### src/rtl/can_rx_sorter.sv
module can_rx_sorter #(
  parameter int ID_W   = 29,
  parameter int SID_W  = 11,
  parameter int NBYTES = 8,
  localparam int DW    = NBYTES * 8,
  localparam int CW    = ID_W + 1
) (
  input  logic            clk,
  input  logic            rst_n,
  input  logic            frm_done,
  input  logic            frm_abort,
  input  logic [ID_W-1:0] frm_id,
  input  logic            frm_ext,
  input  logic            frm_rtr,
  input  logic [3:0]      frm_dlc,
  input  logic [DW-1:0]   frm_data,
  input  logic            cfg_we,
  input  logic [3:0]      cfg_addr,
  input  logic [CW-1:0]   cfg_wdata,
  input  logic            rd_sel,
  output logic [ID_W-1:0] rd_id,
  output logic            rd_ext,
  output logic            rd_rtr,
  output logic [3:0]      rd_dlc,
  output logic [DW-1:0]   rd_data,
  output logic [2:0]      rd_hit,
  output logic [1:0]      full,
  output logic [1:0]      ovf,
  output logic            irq
);

  typedef struct packed {
    logic [ID_W-1:0] id;
    logic            ext;
    logic            rtr;
    logic [3:0]      dlc;
    logic [DW-1:0]   data;
    logic [2:0]      hit;
  } rec_t;

  localparam logic [ID_W-1:0] STD_BITS = {{(ID_W-SID_W){1'b0}}, {SID_W{1'b1}}};

  logic [ID_W-1:0] flt_id [6];
  logic [5:0]      flt_x;
  logic [ID_W-1:0] msk0, msk1;
  logic [6:0]      ctrl;
  rec_t            slot0, slot1;

  wire [1:0] mode0 = ctrl[1:0];
  wire [1:0] mode1 = ctrl[3:2];
  wire       roll  = ctrl[4];
  wire [1:0] ie    = ctrl[6:5];

  wire [ID_W-1:0] em0 = frm_ext ? msk0 : (msk0 & STD_BITS);
  wire [ID_W-1:0] em1 = frm_ext ? msk1 : (msk1 & STD_BITS);

  logic [5:0] fm;
  always_comb
    for (int f = 0; f < 6; f++)
      fm[f] = (((frm_id ^ flt_id[f]) & ((f < 2) ? em0 : em1)) == '0) && (frm_ext == flt_x[f]);

  wire ok0 = (mode0 == 2'd0) | ((mode0 == 2'd1) & ~frm_ext) | ((mode0 == 2'd2) & frm_ext);
  wire ok1 = (mode1 == 2'd0) | ((mode1 == 2'd1) & ~frm_ext) | ((mode1 == 2'd2) & frm_ext);

  wire evt  = frm_done | frm_abort;
  wire acc0 = (mode0 == 2'd3) | (~frm_abort & ok0 & |fm[1:0]);
  wire acc1 = (mode1 == 2'd3) | (~frm_abort & ok1 & |fm[5:2]);

  wire [2:0] hit0 = fm[0] ? 3'd0 : fm[1] ? 3'd1 : 3'd7;
  wire [2:0] hit1 = fm[2] ? 3'd2 : fm[3] ? 3'd3 : fm[4] ? 3'd4 : fm[5] ? 3'd5 : 3'd7;

  wire spill = acc0 & full[0] & roll & ~full[1];
  wire ld0   = evt & acc0 & ~full[0];
  wire ld1   = evt & (spill | (~acc0 & acc1 & ~full[1]));
  wire sov0  = evt & acc0 & full[0] & ~spill;
  wire sov1  = evt & ~acc0 & acc1 & full[1];

  wire [3:0] clr = (cfg_we && cfg_addr == 4'd9) ? cfg_wdata[3:0] : 4'd0;

  rec_t inc;
  assign inc = '{id: frm_id, ext: frm_ext, rtr: frm_rtr, dlc: frm_dlc, data: frm_data,
                 hit: acc0 ? hit0 : hit1};

  always_ff @(posedge clk) begin
    if (!rst_n) begin
      for (int f = 0; f < 6; f++) flt_id[f] <= '0;
      flt_x <= '0;
      msk0  <= '0;
      msk1  <= '0;
      ctrl  <= '0;
      full  <= '0;
      ovf   <= '0;
      slot0 <= '0;
      slot1 <= '0;
    end else begin
      for (int f = 0; f < 6; f++)
        if (cfg_we && cfg_addr == 4'(f)) begin
          flt_id[f] <= cfg_wdata[ID_W-1:0];
          flt_x[f]  <= cfg_wdata[ID_W];
        end
      if (cfg_we && cfg_addr == 4'd6) msk0 <= cfg_wdata[ID_W-1:0];
      if (cfg_we && cfg_addr == 4'd7) msk1 <= cfg_wdata[ID_W-1:0];
      if (cfg_we && cfg_addr == 4'd8) ctrl <= cfg_wdata[6:0];
      full <= (full & ~clr[1:0]) | {ld1, ld0};
      ovf  <= (ovf & ~clr[3:2]) | {sov1, sov0};
      if (ld0) slot0 <= inc;
      if (ld1) slot1 <= inc;
    end
  end

  rec_t shown;
  assign shown   = rd_sel ? slot1 : slot0;
  assign rd_id   = shown.id;
  assign rd_ext  = shown.ext;
  assign rd_rtr  = shown.rtr;
  assign rd_dlc  = shown.dlc;
  assign rd_data = shown.data;
  assign rd_hit  = shown.hit;
  assign irq     = |(full & ie);

endmodule


### config.mk
export PLATFORM = sky130hd
export DESIGN_NAME = can_rx_sorter
export DESIGN_NICKNAME = d
export VERILOG_FILES = /design/src/rtl/can_rx_sorter.sv
export SDC_FILE = /design/constraint.sdc
export NUM_CORES = 1
export LEC_CHECK = 0
export BUFFER_PORTS_ARGS = -buffer_cell sky130_fd_sc_hd__buf_2
export CAP_MARGIN = 30
export CORE_ASPECT_RATIO = 0.7
export CORE_MARGIN = 3
export CORE_UTILIZATION = 36
export CTS_CLUSTER_SIZE = 12
export DETAILED_ROUTE_END_ITERATION = 10
export GPL_TIMING_DRIVEN = 0
export PLACE_DENSITY = 0.66
export SLEW_MARGIN = 15
export SYNTH_ARGS = -nofsm -noshare
export SYNTH_HDL_FRONTEND = slang
export SYNTH_SLANG_ARGS = --single-unit
### constraint.sdc
create_clock -name clk -period 3.35 [get_ports clk]
set_input_delay 0 -clock clk [delete_from_list [all_inputs] [get_ports clk]]
set_output_delay 0 -clock clk [all_outputs]
set_load 0.1 [all_outputs]
==> results of run 1 <==
[timing repair]
action	CTS	global route
resized for setup	6	3
setup endpoints to repair	179	95
buffers inserted	2	0
pin swaps	1	0
hold endpoints to repair	411	0
hold buffers	132	0
[power breakdown]
group / switching (mW) / internal [mW] / total, mW
combinational: 1.88 / 0.762 / 2.65
clock: 2.12 / 2.56 / 4.68
sequential: 0.174 / 6.05 / 6.23
[state kept, by name (all words and copies together), names as in the netlist]
register and cells:
flt_id 174, slot0 102, slot1 102, msk0 29, msk1 29, ctrl 7
flt_x 6, full 2, ovf 2
[cells by family (layout without fill, tap and decap cells)]
| logic type | Yosys count | count (layout) | share of synthesized area, % |
|---|---|---|---|
| multiplexers | 209 | 209 | 10.7 |
| flip-flops | 453 | 453 | 51.9 |
| other | 0 | 1 | 0 |
| AND/OR/NAND/NOR | 805 | 805 | 17.4 |
| XOR/XNOR | 175 | 175 | 7.36 |
| AO/OA/AOI/OAI | 287 | 287 | 8.50 |
| buffers and inverters | 166 | 593 | 4.19 |
[cell type report]
type	count	area (sq um)	share of cell area, %
clock inverters	5	36.3	0.141
diodes	1	2.50	0.00973
well taps	750	938	3.65
plain buffers	157	840	3.26
inverters	9	33.8	0.131
multi-input cells	1476	9250	36.0
flip-flops and latches	453	10800	42.0
clock buffers	71	1250	4.88
repair buffers	351	2550	9.91
[synthesized netlist by cell type (3+ instances only)]
| cell | instances | area [sq um] |
|---|---|---|
| a21oi_1 | 167 | 836 |
| a222oi_1 | 5 | 50.1 |
| a22oi_1 | 46 | 345 |
| a2bb2oi_1 | 9 | 78.8 |
| a32oi_1 | 14 | 123 |
| and2_1 | 179 | 1120 |
| buf_12 | 8 | 160 |
| buf_2 | 32 | 160 |
| buf_4 | 7 | 52.6 |
| buf_6 | 7 | 78.8 |
| clkbuf_1 | 101 | 379 |
| dfxtp_1 | 279 | 5590 |
| edfxtp_1 | 174 | 5230 |
| inv_1 | 8 | 30.0 |
| mux2_2 | 102 | 1150 |
| mux2i_1 | 107 | 1070 |
| nand2_1 | 546 | 2050 |
| nand3_1 | 14 | 70.1 |
| nand4_1 | 14 | 87.6 |
| nor2_1 | 27 | 101 |
| nor2b_1 | 3 | 18.8 |
| nor3_1 | 4 | 20.0 |
| o21ai_0 | 17 | 85.1 |
| o21ai_1 | 3 | 15.0 |
| o22ai_1 | 5 | 31.3 |
| or2_2 | 3 | 18.8 |
| xnor2_1 | 23 | 201 |
| xor2_1 | 152 | 1330 |
[placed cells by master (no fill, tap or decap), types with 3 or more instances in the layout]
cell / synthesis / routed
clkbuf_16: 0 / 46
o22ai_1: 5 / 5
nand4_1: 14 / 14
buf_6: 7 / 8
a21oi_1: 167 / 167
a22oi_1: 46 / 46
and2_1: 179 / 179
o21ai_1: 3 / 3
nand3_1: 14 / 14
buf_12: 8 / 8
o21ai_0: 17 / 12
edfxtp_1: 174 / 174
nand2_1: 546 / 546
mux2i_1: 107 / 107
a222oi_1: 5 / 5
a2bb2oi_1: 9 / 9
inv_1: 8 / 8
clkbuf_1: 101 / 124
or2_2: 3 / 3
nor2_1: 27 / 27
buf_4: 7 / 9
xor2_1: 152 / 152
xnor2_1: 23 / 22
nor3_1: 4 / 4
o21ai_4: 0 / 4
dlygate4sd3_1: 0 / 132
buf_8: 0 / 3
mux2_2: 102 / 102
a32oi_1: 14 / 14
buf_2: 32 / 241
buf_16: 0 / 4
clkinv_2: 0 / 4
nor2b_1: 3 / 3
dfxtp_1: 279 / 279
[worst max path at each step]
stage	to	depth (start not counted)	slack, ps
after floorplan	flt_id[0][0]	2	120
after global placement	flt_x[0]	4	-1670
after detailed placement	slot0[100]	10	-500
after CTS	slot1[44]	12	50
after global routing	slot1[44]	12	-9
final	slot1[44]	12	-20
[per-stage QoR]
step	power, mW	cell area (sq um)	hold WS (ps)
floorplan	8.09	20800	109
global placement	8.73	22800	254
detailed placement	8.80	23000	261
CTS	13.5	25700	6.01
global route	14.0	25700	51.7
finish	13.5	25700	57.3
[per-layer routing]
metal / GRT usage, % / vias up
met4: 6.29 / 4
li1: - / 7870
met1: 32.7 / 8631
met3: 5.71 / 125
met5: 0 / -
met2: 34.8 / 858
[tightest hold or removal path, cell delays in order]
cell and delay (ps):
clkbuf_1 330, nand2_1 150, a21oi_1 70
==> results.json, run 1 <==
{
  "status": "complete, but fails checks",
  "violations": "negative setup slack",
  "syn_to_final_growth_pct": 23.5,
  "cellLeakagePower_nw": 9.94,
  "critical_path_buf_inv_count": 3,
  "fp.dieH_microns": 207,
  "hold_depth": 3,
  "fin_worst_skew_ps": 16.5,
  "root_buffer": "clkbuf_16",
  "grt_setup_unrepaired": "yes",
  "yosysSeqAreaShare_pct": 51.9,
  "hold_end": "msk0[1]",
  "drcViolationCount": 0,
  "wl_per_cell_microns": 22.0,
  "clk_pin_slew_ps": 60,
  "path_delay_family": "compound AO/OA/AOI/OAI gates",
  "final-max-slew-violation-count": 0,
  "overflow": 0,
  "drive_gt1_share_pct": 17.8,
  "max-cap-violations": 0,
  "rr_endpoint": "slot1[44]",
  "wl_met2_microns": 31500,
  "first_global_vias": 17300,
  "fmax_ghz": 0.297,
  "vias_per_cell": 5.34,
  "worstMarginPinSlew_ps": 958,
  "die_w_microns": 293,
  "period_share_pct": 101,
  "path_cells": "xnor2_2 > o22ai_1 > a2111oi_4 > or4b_1 > a2bb2oi_1 > nand3_2 > a31o_4 > and2_1 > buf_6 > buf_12 > buf_12 > mux2i_1",
  "synth_area_sq_um": 20800,
  "cts_tree": "yes",
  "rr_worst_depth": 12,
  "cellPowerDensity_nw_per_um2": 527,
  "place_congestion": 0.953,
  "cp_data_arrival_time_ps": 3830,
  "dieArea_sq_um": 60800,
  "finalWorstSetupSlack_ps": -22.3,
  "syn-num-nets": 2234,
  "min_path_type": "input pin to flop",
  "row_count": 73,
  "drt_iter0_markers": 2003,
  "critPathLaunch": "flt_id[2][26]",
  "start_util_pct": 36.5,
  "hold_viol_final": 0,
  "slowest_delay_ps": 510,
  "relSlewSlack_pct": 36.1,
  "ys.flop_type": "dfxtp_1",
  "postLayoutCoreUtil_pct": 45.1,
  "r2r-start": "flt_id[2][26]",
  "syn_inst": 2095,
  "critPathKind": "flop to flop",
  "critPathRequiredTime_ps": 3810,
  "pre_cts_slack_ps": -499,
  "vdd_drop_max_uv": 354,
  "topRoutingLayerUsed": "met5",
  "antenna_found_initial": 5,
  "crit_top_cell": "buf_12",
  "cts_sinks": 453,
  "async_flop_share_pct": 0,
  "finalSetupViolations": 1,
  "num_vias": 17500,
  "grt_usage_pct": 23.0,
  "fillers": 5282,
  "hold_start": "cfg_wdata[1]",
  "crit_fanout": 10,
  "cp-end-kind": "flop",
  "io_pins": 246,
  "htreeDepth": 2,
  "start_kind": "flop",
  "avgSynthCellArea_sq_um": 9.94,
  "grt_max_degree": 23,
  "final.setup.tns_ps": -22.3,
  "slowest_stage": "or4b_1",
  "yosysUniqueCellTypes": 58,
  "fin_cells": 3273,
  "fin_crit_ps": 3370,
  "nets": 2632,
  "synth_edf_count": 174,
  "ys_warn_count": 0,
  "antenna_left": 0,
  "core-area_sq_um": 57000,
  "clock_path_buffers": 3,
  "hpwl_microns": 52700,
  "wl_microns": 72000,
  "numCtsBuffers": 45,
  "io_buffers": 208,
  "reg2reg_setup_slack_ps": -20,
  "met3_length_microns": 7250,
  "ys_seq_elements": 453,
  "grt_pass1_wl_microns": 108000,
  "dp.cells": 3062,
  "drt-pass1-iter-count": 6,
  "wl_met1_microns": 31400,
  "worstSkewPairLatency_ps": 560
}
Note: power is estimated with default switching activity, not from simulation.
==> inputs of run 2 (changes only) <==
CORE_UTILIZATION = 45   (was 36)
PLACE_DENSITY = 0.77   (was 0.66)
==> run 2 against run 1 <==
  * The run now ends clean
  * Die area down 20%
  * Hold slack worse by 7.1 ps
  * Design area shrank 1.2%
  * Final cell count fell by 4.8%
  * Flip-flop and latch count stayed put
  * Clock skew up 14 ps
  * Global-route usage rose by 4.5 points
  * Non-clock buffer count decreased by 5
  * First-iteration DRC count grew 0.85%
  * Clock-buffer cell count fell by 5
==> results.json, run 2 (synthesis gave the netlist of run 1 again) <==
{
  "cp-end-kind": "flop",
  "fin_crit_ps": 3270,
  "final-max-slew-violation-count": 0,
  "htreeDepth": 2,
  "drive_gt1_share_pct": 17.6,
  "worstSkewPairLatency_ps": 570,
  "cellLeakagePower_nw": 9.87,
  "layout_commonest_cell": "nand2_1",
  "antenna_left": 0,
  "grt_setup_unrepaired": "no",
  "drt-pass1-iter-count": 6,
  "overflow": 0,
  "wl_microns": 70000,
  "max-cap-violations": 0,
  "post_cts_buffers": 0,
  "fin_cells": 3116,
  "critPathRequiredTime_ps": 3820,
  "start_kind": "flop",
  "grt_max_degree": 25,
  "start_util_pct": 45.9,
  "core-area_sq_um": 45400,
  "place_area_sq_um": 22800,
  "cellPowerDensity_nw_per_um2": 529,
  "clk_pin_slew_ps": 60,
  "drcViolationCount": 0,
  "p_seq_share_pct": 46.4,
  "fmax_ghz": 0.306,
  "crit_fanout": 10,
  "nets": 2626,
  "final_area_sq_um": 25400,
  "fin_worst_skew_ps": 30.8,
  "min_path_type": "input pin to flop",
  "fp.dieH_microns": 186,
  "drt_iter0_markers": 2020,
  "first_global_vias": 17600,
  "finalWorstSetupSlack_ps": 79.6,
  "grt_usage_pct": 27.5,
  "dp.cells": 2915,
  "antenna_found_initial": 4,
  "largest_register": "flt_id",
  "vdd_drop_max_uv": 341,
  "numCtsBuffers": 44,
  "p_switching_mw": 4.17,
  "r2r-start": "flt_id[2][16]",
  "relSlewSlack_pct": 37.0,
  "num_vias": 17700,
  "root_buffer": "clkbuf_16",
  "pre_cts_slack_ps": -231,
  "cts_tree": "yes",
  "status": "finished clean",
  "wl_per_cell_microns": 22.5,
  "io_buffers": 208,
  "final_cell_mix": "nand2_1 (546), dfxtp_1 (279), buf_2 (240)",
  "p_int_mw": 9.26,
  "period_share_pct": 97.6,
  "cts_sinks": 453,
  "worst_hold_slack_ps": 50.2,
  "hold_viol_final": 0,
  "io_pins": 246,
  "finalSetupViolations": 0,
  "die_w_microns": 263,
  "vias_per_cell": 5.67,
  "syn_to_final_growth_pct": 22.0,
  "biggestRegsByFlops": "flt_id x174, slot0 x102, slot1 x102",
  "clock_path_buffers": 3,
  "dieArea_sq_um": 48900,
  "cp_data_arrival_time_ps": 3740,
  "grt_pass1_wl_microns": 103000,
  "clkPwrFrac_pct": 34.1,
  "hold_start": "cfg_addr[3]",
  "p_sw_share_pct": 31.0,
  "fillers": 3860,
  "critPathKind": "flop to flop",
  "hpwl_microns": 50300,
  "place_congestion": 0.952,
  "critPathLaunch": "flt_id[2][16]",
  "power_frac_comb_pct": 19.5,
  "row_count": 65,
  "largest_reg_flops": 174,
  "worstMarginPinSlew_ps": 944
}
-- run 2: cell types whose count changed in the layout (fill, tap and decap cells not counted), moves of 2 or more --
cell and change:
clkbuf_1 -3, clkinv_2 -3, dlygate4sd3_1 -3, buf_6 +2, buf_8 -2, clkbuf_16 -2
-- run 2: cell type report --
| type | count | area [sq um] | area share [%] |
|---|---|---|---|
| Multi-Input combinational cell | 1476 | 9220 | 36.3 |
| Clock inverter | 4 | 50.0 | 0.197 |
| Buffer | 157 | 840 | 3.31 |
| Tap cell | 603 | 754 | 2.97 |
| Sequential cell | 453 | 10800 | 42.6 |
| Antenna cell | 2 | 5.00 | 0.0197 |
| Inverter | 9 | 33.8 | 0.133 |
| Clock buffer | 66 | 1190 | 4.70 |
| Timing Repair Buffer | 346 | 2490 | 9.81 |
-- run 2: power groups by stage --
stage | combinational (mW) | sequential, mW | clock [mW]
after floorplan | 1.77 | 6.32 | 0
after global placement | 2.36 | 6.33 | 0
after detailed placement | 2.44 | 6.34 | 0
after CTS | 2.58 | 6.22 | 4.59
after global routing | 2.74 | 6.26 | 4.81
final | 2.62 | 6.23 | 4.59
-- run 2: worst max-delay path, stage by stage (launching register included) --
cell	delay, ps
edfxtp_1	390
xnor2_1	250
o22ai_1	100
a2111oi_0	430
or4b_1	550
a2bb2oi_1	230
nand3_2	150
a31o_4	180
and2_1	140
buf_6	130
buf_12	170
buf_12	170
mux2i_1	260
-- run 2: what timing repair did --
action,in CTS,in global routing
hold buffers,129,0
endpoints found under the hold margin,416,0
gates cloned,0,0
endpoints found under the setup margin,50,90
gates resized for setup,2,2
-- run 2: metrics by stage --
| stage | utilization [%] | TNS, ps | power, mW |
|---|---|---|---|
| floorplan | - | 0 | 8.09 |
| global placement | 49.8 | -235920 | 8.69 |
| detailed placement | 50.3 | -8570 | 8.78 |
| CTS | 55.9 | 0 | 13.4 |
| global route | 56.0 | 0 | 13.8 |
| finish | 56.0 | 0 | 13.4 |
-- run 2: final timing paths --
kind | to | slack (ps) | cells after the start
setup / recovery | slot1[86] | 80 | 12
hold / removal | ctrl[0] | 50 | 5
setup reg to reg | slot1[86] | 80 | 12
hold reg to reg | slot0[79] | 450 | 2
-- run 2: layer usage --
| layer | share of wire, % | wire (microns) | GRT usage, % |
|---|---|---|---|
| met3 | 11 | 8040 | 6.79 |
| met4 | 4.2 | 2910 | 11.0 |
| met5 | 0.010 | 7 | 0 |
| met1 | 41 | 28500 | 37.7 |
| met2 | 44 | 30600 | 41.9 |
==> inputs of run 3 (changes only) <==
--- a/config.mk
+++ b/config.mk
@@ -11,3 +11,3 @@
 export CORE_MARGIN = 3
-export CORE_UTILIZATION = 45
+export CORE_UTILIZATION = 53
 export CTS_CLUSTER_SIZE = 12
@@ -15,3 +15,3 @@
 export GPL_TIMING_DRIVEN = 0
-export PLACE_DENSITY = 0.77
+export PLACE_DENSITY = 0.86
 export SLEW_MARGIN = 15
--- a/constraint.sdc
+++ b/constraint.sdc
@@ -3,2 +3,2 @@
 set_output_delay 0 -clock clk [all_outputs]
-set_load 0.1 [all_outputs]
+set_load 0.02 [all_outputs]
==> run 3 against run 2 <==
  * Critical path depth stayed put
  * Clock power rose by 6.1%
  * Power shrank 2.3%
  * Via count grew 5.0%
  * Global-route usage is 5.8 points higher
  * Worst setup slack got worse by 9.3 ps
  * First-iteration DRC count increased by 43%
  * Routed wire length up 3.5%
  * Largest cell class unchanged
==> results.json, run 3 (synthesis gave the netlist of run 1 again) <==
{
  "status": "finished clean",
  "worstMarginPinSlew_ps": 950,
  "wl_per_cell_microns": 23.8,
  "cellPowerDensity_nw_per_um2": 516,
  "cp_num_cells": 12,
  "reg2reg_setup_slack_ps": 70,
  "grt_setup_unrepaired": "no",
  "first_global_vias": 18200,
  "hold_viol_final": 0,
  "die_w_microns": 243,
  "io_buffers": 208,
  "path_cells": "and2_1 > a22oi_1 > and4_1 > and4b_1 > a22oi_1 > nand3_2 > a31o_4 > and2_1 > buf_6 > buf_12 > buf_12 > mux2i_1",
  "final_area_sq_um": 25500,
  "grt_max_degree": 23,
  "nets": 2628,
  "largest_reg_flops": 174,
  "syn_to_final_growth_pct": 22.3,
  "r2r-start": "msk1[12]",
  "fin_cells": 3046,
  "overflow": 0,
  "drive_gt1_share_pct": 17.9,
  "wl_microns": 72500,
  "fmax_ghz": 0.305,
  "num_vias": 18500,
  "place_area_sq_um": 22800,
  "cp-end-kind": "flop",
  "relSlewSlack_pct": 36.7,
  "critPathKind": "flop to flop",
  "clock_path_buffers": 3,
  "core-area_sq_um": 38600,
  "dieArea_sq_um": 41700,
  "htreeDepth": 2,
  "io_pins": 246,
  "drcViolationCount": 0,
  "vdd_drop_max_uv": 472,
  "cp-endpoint": "slot1[35]",
  "final-max-slew-violation-count": 0,
  "numCtsBuffers": 45,
  "register_area_sq_um": 10800,
  "row_count": 60,
  "multi_input_area_sq_um": 9240,
  "start_kind": "flop",
  "hpwl_microns": 49700,
  "grt_usage_pct": 33.3,
  "drt_iter0_markers": 2879,
  "critical_path_buf_inv_count": 3,
  "cts_tree": "yes",
  "largest_register": "flt_id",
  "root_buffer": "clkbuf_16",
  "finalSetupViolations": 0,
  "rr_endpoint": "slot1[35]",
  "cp_data_arrival_time_ps": 3750,
  "layout_commonest_cell": "nand2_1",
  "rr_worst_depth": 12,
  "dp.cells": 2838,
  "hold_start": "cfg_addr[3]",
  "max-cap-violations": 0,
  "clk_pin_slew_ps": 60,
  "cellLeakagePower_nw": 9.94,
  "fp.dieH_microns": 172,
  "fillers": 2814,
  "start_util_pct": 54.0,
  "grt_pass1_wl_microns": 107000,
  "antenna_left": 0,
  "critPathLaunch": "msk1[12]",
  "fin_crit_ps": 3280,
  "fin_worst_skew_ps": 31.1,
  "biggestRegsByFlops": "flt_id x174, slot0 x102, slot1 x102",
  "critPathRequiredTime_ps": 3820,
  "cts_sinks": 453,
  "min_path_type": "input pin to flop",
  "final_cell_mix": "nand2_1 (546), dfxtp_1 (279), buf_2 (240)",
  "postLayoutCoreUtil_pct": 66.0,
  "antenna_found_initial": 6,
  "period_share_pct": 97.9,
  "drt-pass1-iter-count": 8,
  "crit_fanout": 10,
  "slowest_delay_ps": 580,
  "worstSkewPairLatency_ps": 580,
  "vias_per_cell": 6.09,
  "slowest_stage": "a22oi_1",
  "path_delay_family": "simple AND/OR/NAND/NOR gates",
  "place_congestion": 0.962
}
## run 3: changes by cell type in the layout (fill, tap and decap cells not counted), sizes merged
cell,before,now
clkbuf,167,175
inv,10,8
dlygate4sd3,129,130
clkinv,3,2
## run 3: metal layers
layer | track usage (%) | vias to the layer above | wire length (microns)
met2 | 50.8 | 1518 | 32000
met1 | 44.6 | 8875 | 27500
met3 | 9.60 | 289 | 9630
li1 | - | 7861 | -
met4 | 14.7 | 4 | 3420
met5 | 0 | - | 27
## run 3: repair_timing
item / CTS / global route
cloned: 0 / 0
gates resized for setup: 2 / 5
pin swaps: 0 / 3
hold buffers: 130 / 0
setup buffers: 0 / 1
endpoints found under the hold margin: 413 / 0
endpoints found under the setup margin: 50 / 92
## run 3: layout make-up
cell class,instances,share of cell area (%)
flip-flops and latches,453,42.5
well taps,527,2.59
plain buffers,157,3.30
repair buffers,347,9.88
inverters,9,0.133
multi-input cells,1476,36.3
clock inverters,1,0.0639
diodes,2,0.0197
clock buffers,74,5.25
## run 3: worst min path at each step
stage                endpoint  slack (ps)  cells past startpoint
detailed placement   slot0[4]         260                      3
finish                ctrl[3]         110                      5
global route          ctrl[3]         120                      5
CTS                   full[0]          70                      6
floorplan            flt_x[0]         110                      2
global placement    slot0[11]         250                      3
## run 3: tightest hold or removal path, delay by kind of cell
family        cells  cell delay [ps]
simple gates      3              350
mux               1              150
buf+inv           1              140
## run 3: metrics by stage
stage	power [mW]	hold WS, ps	setup slack [ps]	TNS [ps]
final	13.1	106	70.2	0
after global routing	13.4	119	33.4	0
after CTS	13.0	67.0	87.2	0
after detailed placement	8.11	259	-262	-8520
after global placement	8.02	254	-1390	-231160
after floorplan	7.44	109	125	0
## run 3: power by group
part	leakage (nW)	switching, mW	internal [mW]
Clock	0.654	2.17	2.71
Combinational	5.35	1.25	0.762
Sequential	3.94	0.189	6.05
